==> src/rtl/cres_pkg.sv <==
package cres_pkg;

    localparam int RES_W  = 10;
    localparam int WORD_W = 16;
    localparam int DEPTH  = 16;
    localparam int AW     = $clog2(DEPTH);
    localparam int PAD_W  = WORD_W - RES_W;

    typedef enum logic [1:0] {
        ALN_UINT  = 2'b00,
        ALN_SINT  = 2'b01,
        ALN_UFRAC = 2'b10,
        ALN_SFRAC = 2'b11
    } align_e;

    typedef struct packed {
        logic              en;
        logic [AW-1:0]     addr;
        logic [WORD_W-1:0] data;
    } wr_req_t;

    function automatic logic [WORD_W-1:0] align_word(input align_e mode,
                                                     input logic [RES_W-1:0] r);
        logic [WORD_W-1:0] w;
        unique case (mode)
            ALN_UINT:  w = {{PAD_W{1'b0}}, r};
            ALN_SINT:  w = {{PAD_W{r[RES_W-1]}}, r};
            ALN_UFRAC: w = {r, {PAD_W{1'b0}}};
            default:   w = {~r[RES_W-1], r[RES_W-2:0], {PAD_W{1'b0}}};
        endcase
        return w;
    endfunction

endpackage

==> src/rtl/cres_align.sv <==
module cres_align
    import cres_pkg::*;
(
    input  logic [1:0]        mode,
    input  logic [RES_W-1:0]  res,
    output logic [WORD_W-1:0] word
);
    always_comb begin
        word = align_word(align_e'(mode), res);
    end
endmodule

==> src/rtl/cres_wctl.sv <==
module cres_wctl
    import cres_pkg::*;
#(
    parameter int N_WORDS = DEPTH,
    localparam int A_W    = $clog2(N_WORDS),
    localparam int HA_W   = A_W - 1
) (
    input  logic           clk,
    input  logic           rst,
    input  logic           res_vld,
    input  logic [A_W-1:0] cfg_count,
    input  logic           cfg_split,
    input  logic           irq_clr,
    output logic [A_W-1:0] wr_addr,
    output logic           irq_flag,
    output logic           fill_half
);
    logic [A_W-1:0] ptr_q;
    logic           half_q;
    logic           irq_q;
    logic           evt;

    assign evt = res_vld && (ptr_q == cfg_count);

    always_comb begin
        if (cfg_split) wr_addr = {half_q, ptr_q[HA_W-1:0]};
        else           wr_addr = ptr_q;
    end

    always_ff @(posedge clk) begin
        if (rst) begin
            ptr_q <= '0;
        end else if (res_vld) begin
            ptr_q <= evt ? '0 : ptr_q + 1'b1;
        end
    end

    always_ff @(posedge clk) begin
        if (rst || !cfg_split) half_q <= 1'b0;
        else if (evt)          half_q <= ~half_q;
    end

    always_ff @(posedge clk) begin
        if (rst)          irq_q <= 1'b0;
        else if (evt)     irq_q <= 1'b1;
        else if (irq_clr) irq_q <= 1'b0;
    end

    assign irq_flag  = irq_q;
    assign fill_half = half_q;


    irq_hold_chk: assert property (@(posedge clk) disable iff (rst)
        (irq_q && !irq_clr) |=> irq_q);

    set_wins_chk: assert property (@(posedge clk) disable iff (rst)
        (evt && irq_clr) |=> irq_q);

    ptr_restart_chk: assert property (@(posedge clk) disable iff (rst)
        evt |=> (ptr_q == '0));

    half_steady_chk: assert property (@(posedge clk) disable iff (rst)
        (cfg_split && !evt) |=> $stable(half_q));
endmodule

==> src/rtl/cres_mem.sv <==
module cres_mem
    import cres_pkg::*;
#(
    parameter int W       = WORD_W,
    parameter int N_WORDS = DEPTH,
    localparam int A_W    = $clog2(N_WORDS)
) (
    input  logic           clk,
    input  wr_req_t        wr,
    input  logic [A_W-1:0] rd_addr,
    output logic [W-1:0]   rd_data
);
    logic [W-1:0] mem [N_WORDS];

    always_ff @(posedge clk) begin
        if (wr.en) mem[wr.addr] <= wr.data;
        rd_data <= mem[rd_addr];
    end
endmodule

==> src/rtl/cres_store.sv <==
module cres_store
    import cres_pkg::*;
(
    input  logic              clk,
    input  logic              rst,
    input  logic              res_vld,
    input  logic [RES_W-1:0]  res_data,
    input  logic [AW-1:0]     cfg_count,
    input  logic              cfg_split,
    input  logic [1:0]        cfg_fmt,
    input  logic [AW-1:0]     rd_addr,
    output logic [WORD_W-1:0] rd_data,
    output logic              irq_flag,
    input  logic              irq_clr,
    output logic              fill_half
);
    logic [WORD_W-1:0] word;
    logic [AW-1:0]     wr_addr;
    wr_req_t           wr;

    cres_align u_align (
        .mode (cfg_fmt),
        .res  (res_data),
        .word (word)
    );

    cres_wctl #(.N_WORDS(DEPTH)) u_wctl (
        .clk       (clk),
        .rst       (rst),
        .res_vld   (res_vld),
        .cfg_count (cfg_count),
        .cfg_split (cfg_split),
        .irq_clr   (irq_clr),
        .wr_addr   (wr_addr),
        .irq_flag  (irq_flag),
        .fill_half (fill_half)
    );

    always_comb begin
        wr.en   = res_vld;
        wr.addr = wr_addr;
        wr.data = word;
    end

    cres_mem #(.W(WORD_W), .N_WORDS(DEPTH)) u_mem (
        .clk     (clk),
        .wr      (wr),
        .rd_addr (rd_addr),
        .rd_data (rd_data)
    );


    split_addr_chk: assert property (@(posedge clk) disable iff (rst)
        (cfg_split && res_vld) |-> (wr_addr[AW-1] == fill_half));
endmodule

==> config.mk <==
export PLATFORM = sky130hd
export DESIGN_NAME = cres_store
export DESIGN_NICKNAME = d
export VERILOG_FILES = /design/src/rtl/cres_pkg.sv /design/src/rtl/cres_align.sv /design/src/rtl/cres_wctl.sv /design/src/rtl/cres_mem.sv /design/src/rtl/cres_store.sv
export SDC_FILE = /design/constraint.sdc
export NUM_CORES = 1
export LEC_CHECK = 0
export ABC_CLOCK_PERIOD_IN_PS = 3800
export BUFFER_PORTS_ARGS = -buffer_cell sky130_fd_sc_hd__buf_2
export CAP_MARGIN = 15
export CORE_MARGIN = 3
export CORE_UTILIZATION = 61
export CTS_BUF_LIST = sky130_fd_sc_hd__clkbuf_4
export DETAILED_ROUTE_END_ITERATION = 10
export GPL_ROUTABILITY_DRIVEN = 0
export PLACE_DENSITY = 0.79
export RECOVER_POWER = 50
export SYNTH_ARGS = -nofsm -noshare
export SYNTH_HDL_FRONTEND = slang
export SYNTH_HIERARCHICAL = 1
export SYNTH_SLANG_ARGS = --single-unit
==> constraint.sdc <==
create_clock -name clk -period 3.8 [get_ports clk]
set_clock_uncertainty 0.15 [all_clocks]
set_input_delay 0.76 -clock clk [delete_from_list [all_inputs] [get_ports clk]]
set_output_delay 0.76 -clock clk [all_outputs]
set_load 0.005 [all_outputs]
==> impl_metrics.tcl, run 1 <==
set metrics [dict create \
    cp-endpoint "u_mem/mem[7][15]" \
    yosys_warnings 6 \
    min_period_ns 2.81 \
    clkLatencyLatePin_ns 0.64 \
    met3_usage_pct 6.79 \
    syn_nets 521 \
    coreArea_mm2 0.0168 \
    cp_max_fo 17 \
    cts_sinks 278 \
    num_io_pins 43 \
    syn_area_per_cell_um2 21.4 \
    antenna_found_initial 1 \
    grt_start_max_net_pins 65 \
    critPathKind "input pin to flop" \
    timing.hold.ws_ns 0.204 \
    post_cts_resized 0 \
    postCtsSetupBuffers 0 \
    clockRootBuffer "clkbuf_4" \
    p_comb_share_pct 5.2 \
    maxCapViolCount 1 \
    ys.flop_type "edfxtp_1" \
    finish.utilization_pct 71.3 \
    clk_pin_slew_ns 0.06 \
    die_area_mm2 0.0190 \
    worst_pin_slew_ns 1.67 \
    start_util_pct 63.2 \
    drive_gt1_share_pct 36.0 \
    slew_headroom_pct -12.3 \
    die_h_um 138 \
    rsz0062_at_grt "no" \
    p_sw_share_pct 21.3 \
    max_freq_mhz 356 \
    ant_nets 0 \
    routed_wl_um 21300 \
    regToRegSetupSlack_ns 1.40 \
    hold_viol 0 \
    drt_iter0_markers 549 \
    area_growth_pct 12.9 \
    yosys.cell_types.count 38 \
    synth_edf_count 256 \
    rr_startpoint "u_wctl/ptr_q[0]" \
    fin_tns_setup_ns 0 \
    internal-power_mw 4.77 \
    switching_power_mw 1.29 \
    pre_cts_ws_ns 0.957 \
    status "finished with violations" \
    r2r-end "u_mem/mem[9][6]" \
    cp-start-kind "input pin" \
    htreeDepth 3 \
    overflow 0 \
    async_flop_share_pct 0 \
    cts_buffers 68 \
    vias_per_cell 6.18 \
    finalPower_mw 6.07 \
    ys_seq_area_share_pct 76.8 \
    layout.nets 634 \
    synth_area_mm2 0.0106 \
    die_x_um 138 \
    power_per_cell_area_mw_per_mm2 508 \
    hold_class "input pin to flop" \
    end_kind "flop" \
    met2_usage_pct 38.0 \
    grt_pass1_wl_um 32800 \
    required_ns 3.83 \
    syn_inst 495 \
    hpwlAfterDp_um 12900 \
    drcViolationCount 0 \
    clockBufferDepth 3 \
    top_usage_layer "met2" \
    startpoint "cfg_fmt[1]" \
    arrival_ns 2.84 \
    grtUsageTotal_pct 24.3 \
    met1_usage_pct 33.5 \
    setup_viol_count_final 0 \
    first_global_vias 5738 \
    reg2regPathDepth 3 \
    ir_drop_mv 0.295 \
    postCtsHoldBufs 0 \
    first_pass_iters 5 \
    wl_per_cell_um 24.3 \
    yosys_register_bits 278 \
    power_frac_clock_pct 38.3 \
    fp-row-count 47 \
    port_buffers 42 \
    final-max-slew-violation-count 17 \
    power.share.sequential_pct 56.5 \
    post-route-period-util_pct 73.9 \
    via_count 5434 \
    violations "capacitance limit, slew limit" \
    p_leak_nw 4.09 \
    layout_setup_ws_ns 0.990 \
    tritoncts "done" \
]
==> sequential cells by signal, indices dropped and copies added (netlist names) <==
name              cells
u_wctl/fill_half      1
u_wctl/irq_flag       1
u_wctl/ptr_q          4
u_mem/mem           256
u_mem/rd_data        16
==> cell usage after synthesis, drive strengths merged, types with 2 or more instances <==
master	instances	area, um2
a22oi	32	240
nor2	14	52.6
a21oi	2	10.0
nor3	5	25.0
buf	18	143
edfxtp	256	7690
inv	3	11.3
nand2	29	109
nand3	2	10.0
mux4	64	1480
nand2b	2	12.5
nand3b	5	50.1
mux2	5	71.3
xnor2	5	43.8
nand4	2	12.5
nor2b	9	56.3
dfxtp	22	440
clkbuf	8	30.0
==> layout make-up <==
| cell class | instances | area, um2 |
|---|---|---|
| clock inverter | 17 | 65.1 |
| fill | 1033 | 4810 |
| clock buffer | 103 | 773 |
| tap | 220 | 275 |
| inverter | 3 | 11.3 |
| timing repair buffer | 69 | 412 |
| sequential | 278 | 8130 |
| multi-input combinational | 188 | 2280 |
| antenna | 1 | 2.50 |
==> layout by cell type, fill, tap and decap left out, types with 2 or more instances in the layout <==
cell type / netlist / final
nand4_1: 2 / 2
clkinv_1: 0 / 16
mux4_1: 10 / 10
a22oi_1: 32 / 32
inv_1: 2 / 2
nand3_1: 2 / 2
nand3b_1: 4 / 5
buf_4: 6 / 23
nand2b_1: 2 / 2
a21oi_1: 2 / 2
edfxtp_1: 256 / 256
nor3_2: 0 / 3
nor2_1: 14 / 4
mux2_1: 0 / 5
clkbuf_1: 8 / 5
xnor2_1: 5 / 5
nand2_1: 29 / 29
mux4_2: 54 / 54
nor3_1: 5 / 2
buf_2: 3 / 40
dfxtp_1: 22 / 22
clkbuf_4: 0 / 103
nor2b_1: 9 / 9
nor2_2: 0 / 10
==> power by group through the flow <==
stage / logic, mW / registers (mW) / clock network, mW
finish: 0.316 / 3.43 / 2.32
global placement: 0.311 / 3.49 / 0
CTS: 0.325 / 3.43 / 2.38
detailed placement: 0.324 / 3.49 / 0
global route: 0.344 / 3.43 / 2.55
floorplan: 0.211 / 3.48 / 0
==> critical path: stages <==
cell	delay [ns]
clkbuf_1	0.61
clkinv_1	0.15
o21ai_0	1.30
==> worst min path at each step <==
stage | startpoint | endpoint | slack (ns) | cells after the start
2_1_floorplan | u_wctl/fill_half | u_wctl/fill_half | 0.34 | 2
3_3_place_gp | u_wctl/fill_half | u_wctl/fill_half | 0.34 | 2
3_5_place_dp | u_wctl/fill_half | u_wctl/fill_half | 0.37 | 2
4_1_cts | rst | u_wctl/ptr_q[0] | 0.14 | 2
5_1_grt | rst | u_wctl/ptr_q[0] | 0.16 | 2
6_report | rst | u_wctl/ptr_q[0] | 0.20 | 2
==> per-layer routing <==
layer  share of wire [%]  vias up  wire length (um)
li1                    -     2334                 -
met1                  39     2760              8370
met2                  49      299             10400
met5                   0        -                 0
met4                 2.4        0               512
met3                 9.6       41              2040
==> through the flow <==
stage               cell area (um2)  std cells
floorplan                     10600        495
global placement              11200        758
detailed placement            11200        758
CTS                           12000        878
global route                  12000        879
finish                        12000        879
==> cell families (layout without fill, tap and decap cells) <==
family          Yosys count  in the layout  share of synthesized area [%]
compound gates           41             41                           2.91
mux                      69             69                           14.6
simple gates             71             71                           3.32
fa+ha+maj                 1              1                          0.118
flops                   278            278                           76.8
other cells               0              1                              0
xor+xnor                  6              6                          0.496
buf+inv                  29            192                           1.74
Power figures use the tool's default switching activity.
==> inputs of run 2 (changes only) <==
ABC_CLOCK_PERIOD_IN_PS = 2450   (was 3800)
CORE_UTILIZATION = 57   (was 61)
PLACE_DENSITY = 0.77   (was 0.79)
clock period = 2.45 ns   (was 3.8 ns; I/O delays follow)
==> impl_metrics.tcl, run 2 (synthesized netlist as in run 1, its figures left out) <==
set metrics [dict create \
    status "finished clean" \
    maxCapViolCount 0 \
    timing.hold.ws_ns 0.0696 \
    first_pass_iters 5 \
    fp-row-count 49 \
    cts_buffers 70 \
    area_growth_pct 15.5 \
    post-route-period-util_pct 93.3 \
    wl_met2_um 10900 \
    cp_max_fo 8 \
    most-common-layout-cells "edfxtp_1 (256), clkbuf_4 (104), mux4_2 (54)" \
    clkLatencyLatePin_ns 0.63 \
    cts_sinks 278 \
    layout.nets 646 \
    fill_cells 1164 \
    routed_wl_um 21400 \
    required_ns 2.62 \
    p_leak_nw 4.23 \
    largest_register_ffs 256 \
    htreeDepth 3 \
    postCtsSetupBuffers 0 \
    drt-met1-wl_um 8270 \
    min_period_ns 2.29 \
    via_count 5434 \
    vias_per_cell 6.01 \
    drive_gt1_share_pct 37.4 \
    die_h_um 142 \
    post_cts_resized 0 \
    die_area_mm2 0.0202 \
    grt_pass1_wl_um 33000 \
    overflow 0 \
    hold_class "input pin to flop" \
    hpwlAfterDp_um 12700 \
    coreArea_mm2 0.0181 \
    regArea_mm2 0.00813 \
    largest-register "u_mem/mem" \
    postCtsHoldBufs 3 \
    wl_met3_um 1810 \
    arrival_ns 2.45 \
    worst_pin_slew_ns 1.21 \
    hold_viol 0 \
    fin_tns_setup_ns 0 \
    slew_headroom_pct 19.4 \
    power_per_cell_area_mw_per_mm2 797 \
    layout_commonest_cell "edfxtp_1" \
    clockRootBuffer "clkbuf_4" \
    ant_nets 0 \
    multi_input_area_mm2 0.00227 \
    clockBufferDepth 3 \
    grt_start_max_net_pins 31 \
    port_buffers 42 \
    grtUsageTotal_pct 22.3 \
    top_layer "met4" \
    hold_path_depth 2 \
    first_global_vias 5858 \
    ir_drop_mv 0.396 \
    clk_pin_slew_ns 0.06 \
    reg2regPathDepth 4 \
    die_x_um 142 \
    reg_top3 "u_mem/mem (256), u_mem/rd_data (16), u_wctl/ptr_q (4)" \
    start_util_pct 58.5 \
    critPathKind "input pin to flop" \
    setup_viol_count_final 0 \
    drcViolationCount 0 \
    wl_per_cell_um 23.7 \
    max_freq_mhz 438 \
    rsz0062_at_grt "no" \
    cp-start-kind "input pin" \
    tritoncts "done" \
    final-max-slew-violation-count 0 \
    end_kind "flop" \
    antenna_found_initial 1 \
    num_io_pins 43 \
    drt_iter0_markers 513 \
]
run 2: changes by cell type in the layout (fill, tap and decap cells not counted), sizes merged:
cell	change
bufinv	+2
inv	+2
dlygate4sd3	+3
clkinv	+1
buf	+8
run 2: power breakdown:
group | switching (mW) | internal [mW] | leakage (nW)
Sequential | 0.0296 | 5.28 | 2.52
Clock | 1.77 | 2.17 | 0.563
Combinational | 0.287 | 0.211 | 1.15
run 2: worst paths after layout:
path	to	slack (ns)	start
hold reg to reg	u_wctl/fill_half	0.39	u_wctl/fill_half
setup reg to reg	u_mem/mem[0][3]	0.43	u_wctl/ptr_q[3]
hold / removal	u_wctl/ptr_q[2]	0.07	res_vld
setup / recovery	u_mem/mem[0][3]	0.16	cfg_split
run 2: worst max-delay path, stage by stage:
cell           delay, ns
dlygate4sd3_1       0.53
buf_2               0.13
mux2_2              0.37
or3b_2              0.52
nor3_2              0.18
buf_4               0.22
run 2: metal layers:
layer  vias up  track usage (%)
met1      2796             29.8
met2       251             35.9
met4         0             8.99
li1       2354                -
met5         -                0
met3        33             5.58
run 2: through the flow:
step | setup WS, ns | utilization, % | power [mW] | std cells | instance area [um2]
2_1_floorplan | -0.123 | - | 5.73 | 495 | 10600
3_3_place_gp | 0.133 | 62.6 | 5.90 | 774 | 11300
3_5_place_dp | 0.103 | 62.6 | 5.92 | 774 | 11300
4_1_cts | 0.243 | 67.9 | 9.88 | 903 | 12300
5_1_grt | 0.142 | 67.6 | 10.2 | 904 | 12200
6_report | 0.164 | 67.6 | 9.75 | 904 | 12200
run 2: final cells by class:
class	count	share of cell area, %
Multi-Input combinational cell	188	18.6
Tap cell	229	2.34
Clock buffer	104	6.39
Timing Repair Buffer	79	4.92
Antenna cell	1	0.0205
Inverter	3	0.0921
Sequential cell	278	66.5
Clock inverter	22	1.18
==> inputs of run 3 (changes only) <==
ABC_CLOCK_PERIOD_IN_PS = 2800   (was 2450)
CORE_UTILIZATION = 61   (was 57)
PLACE_DENSITY = 0.79   (was 0.77)
clock period = 2.8 ns   (was 2.45 ns; I/O delays follow)
==> impl_metrics.tcl, run 3 (synthesized netlist as in run 1, its figures left out) <==
set metrics [dict create \
    status "finished clean" \
    critPathKind "input pin to flop" \
    first_pass_iters 5 \
    clockRootBuffer "clkbuf_4" \
    worst-path-buf-inv 2 \
    clk_pin_slew_ns 0.06 \
    via_count 5358 \
    layout_commonest_cell "edfxtp_1" \
    min_period_ns 2.25 \
    coreArea_mm2 0.0168 \
    vias_per_cell 6.05 \
    power_per_cell_area_mw_per_mm2 697 \
    hold_viol 0 \
    critPathTopFamily "buffers and inverters" \
    clkLatencyLatePin_ns 0.64 \
    hpwlAfterDp_um 12200 \
    largest_register_ffs 256 \
    rr_startpoint "u_wctl/ptr_q[3]" \
    ir_drop_mv 0.379 \
    clockBufferDepth 3 \
    drive_gt1_share_pct 38.1 \
    die_area_mm2 0.0190 \
    top_layer "met4" \
    regToRegSetupSlack_ns 0.74 \
    die_x_um 138 \
    cp_max_fo 24 \
    hold_class "input pin to flop" \
    drt_iter0_markers 547 \
    worst_pin_slew_ns 1.09 \
    rsz0062_at_grt "no" \
    arrival_ns 2.61 \
    finalPower_mw 8.41 \
    r2r-end "u_mem/mem[0][3]" \
    hold_path_depth 3 \
    tritoncts "done" \
    finish.utilization_pct 72.0 \
    crit_path_cell_trace "buf_4, clkbuf_2, mux4_1, a22oi_1, nand2_1" \
    slowest_delay_ns 0.78 \
    hold_start "cfg_split" \
    maxCapViolCount 0 \
    slew_headroom_pct 27.1 \
    port_buffers 42 \
    final-max-slew-violation-count 0 \
    grtUsageTotal_pct 24.0 \
    grt_start_max_net_pins 28 \
    fill_cells 1027 \
    reg2regPathDepth 4 \
    antenna_found_initial 0 \
    ant_nets 0 \
    post_cts_resized 0 \
    num_io_pins 43 \
    overflow 0 \
    cp-start-kind "input pin" \
    max_freq_mhz 444 \
    die_h_um 138 \
    required_ns 3.16 \
    reg_top3 "u_mem/mem (256), u_mem/rd_data (16), u_wctl/ptr_q (4)" \
    diodes 0 \
    layout.nets 640 \
    first_global_vias 5710 \
    setup_viol_count_final 0 \
    cts_buffers 69 \
    wl_per_cell_um 23.7 \
    end_kind "flop" \
    drt-met1-wl_um 8500 \
    postCtsHoldBufs 1 \
    routed_wl_um 21000 \
    postCtsSetupBuffers 0 \
    htreeDepth 3 \
    cts_sinks 278 \
    drcViolationCount 0 \
    most-common-layout-cells "edfxtp_1 (256), clkbuf_4 (116), mux4_2 (54)" \
    wl_met2_um 10400 \
    largest-register "u_mem/mem" \
    start_util_pct 63.2 \
    critPathSlowestCell "clkbuf_2" \
    fp-row-count 47 \
    p_leak_nw 4.16 \
    area_growth_pct 14.1 \
    fin_tns_setup_ns 0 \
    hold_end "u_wctl/fill_half" \
    post-route-period-util_pct 80.4 \
    grt_pass1_wl_um 32500 \
    wl_met3_um 1460 \
]
[run 3: per-layer routing]
layer | up-vias | GRT usage, %
met4 | 0 | 10.4
met3 | 49 | 5.22
li1 | 2339 | -
met2 | 234 | 37.9
met5 | - | 0
met1 | 2736 | 32.9
[run 3: per-stage QoR]
step                setup WS, ns  instances  hold slack [ns]  cell area [um2]
global route               0.393        886           0.0614            12100
global placement           0.403        761            0.342            11200
finish                     0.549        886           0.0798            12100
CTS                        0.743        885           0.0293            12100
floorplan                  0.157        495            0.340            10600
detailed placement         0.370        761            0.364            11200
[run 3: final cells by class]
class                      instances  area (um2)  area share (%)
sequential                       278        8130            67.3
inverter                           3        11.3          0.0933
multi-input combinational        188        2300            19.0
clock buffer                     116         871            7.21
timing repair buffer              74         465            3.85
clock inverter                     7        26.3           0.218
tap                              220         275            2.28
[run 3: worst max path at each step]
stage,cells after the start,end,slack [ns],startpoint
4_1_cts,4,u_mem/mem[1][2],0.74,u_wctl/ptr_q[3]
5_1_grt,5,u_mem/rd_data[6],0.39,rd_addr[0]
3_5_place_dp,5,u_mem/mem[0][15],0.37,cfg_split
3_3_place_gp,5,u_mem/mem[0][0],0.40,cfg_split
6_report,5,u_mem/rd_data[0],0.55,rd_addr[0]
2_1_floorplan,3,u_mem/mem[1][0],0.16,cfg_split
[run 3: worst register-to-register path, stage by stage (launching register included)]
cell	delay, ns
dfxtp_1	0.34
mux2_2	0.31
or3b_2	0.53
nor3_2	0.13
buf_4	0.27
[run 3: report_power, final]
| part | internal [mW] | switching [mW] |
|---|---|---|
| logic | 0.177 | 0.249 |
| clock network | 1.85 | 1.48 |
| registers | 4.62 | 0.0251 |
| total | 6.65 | 1.76 |
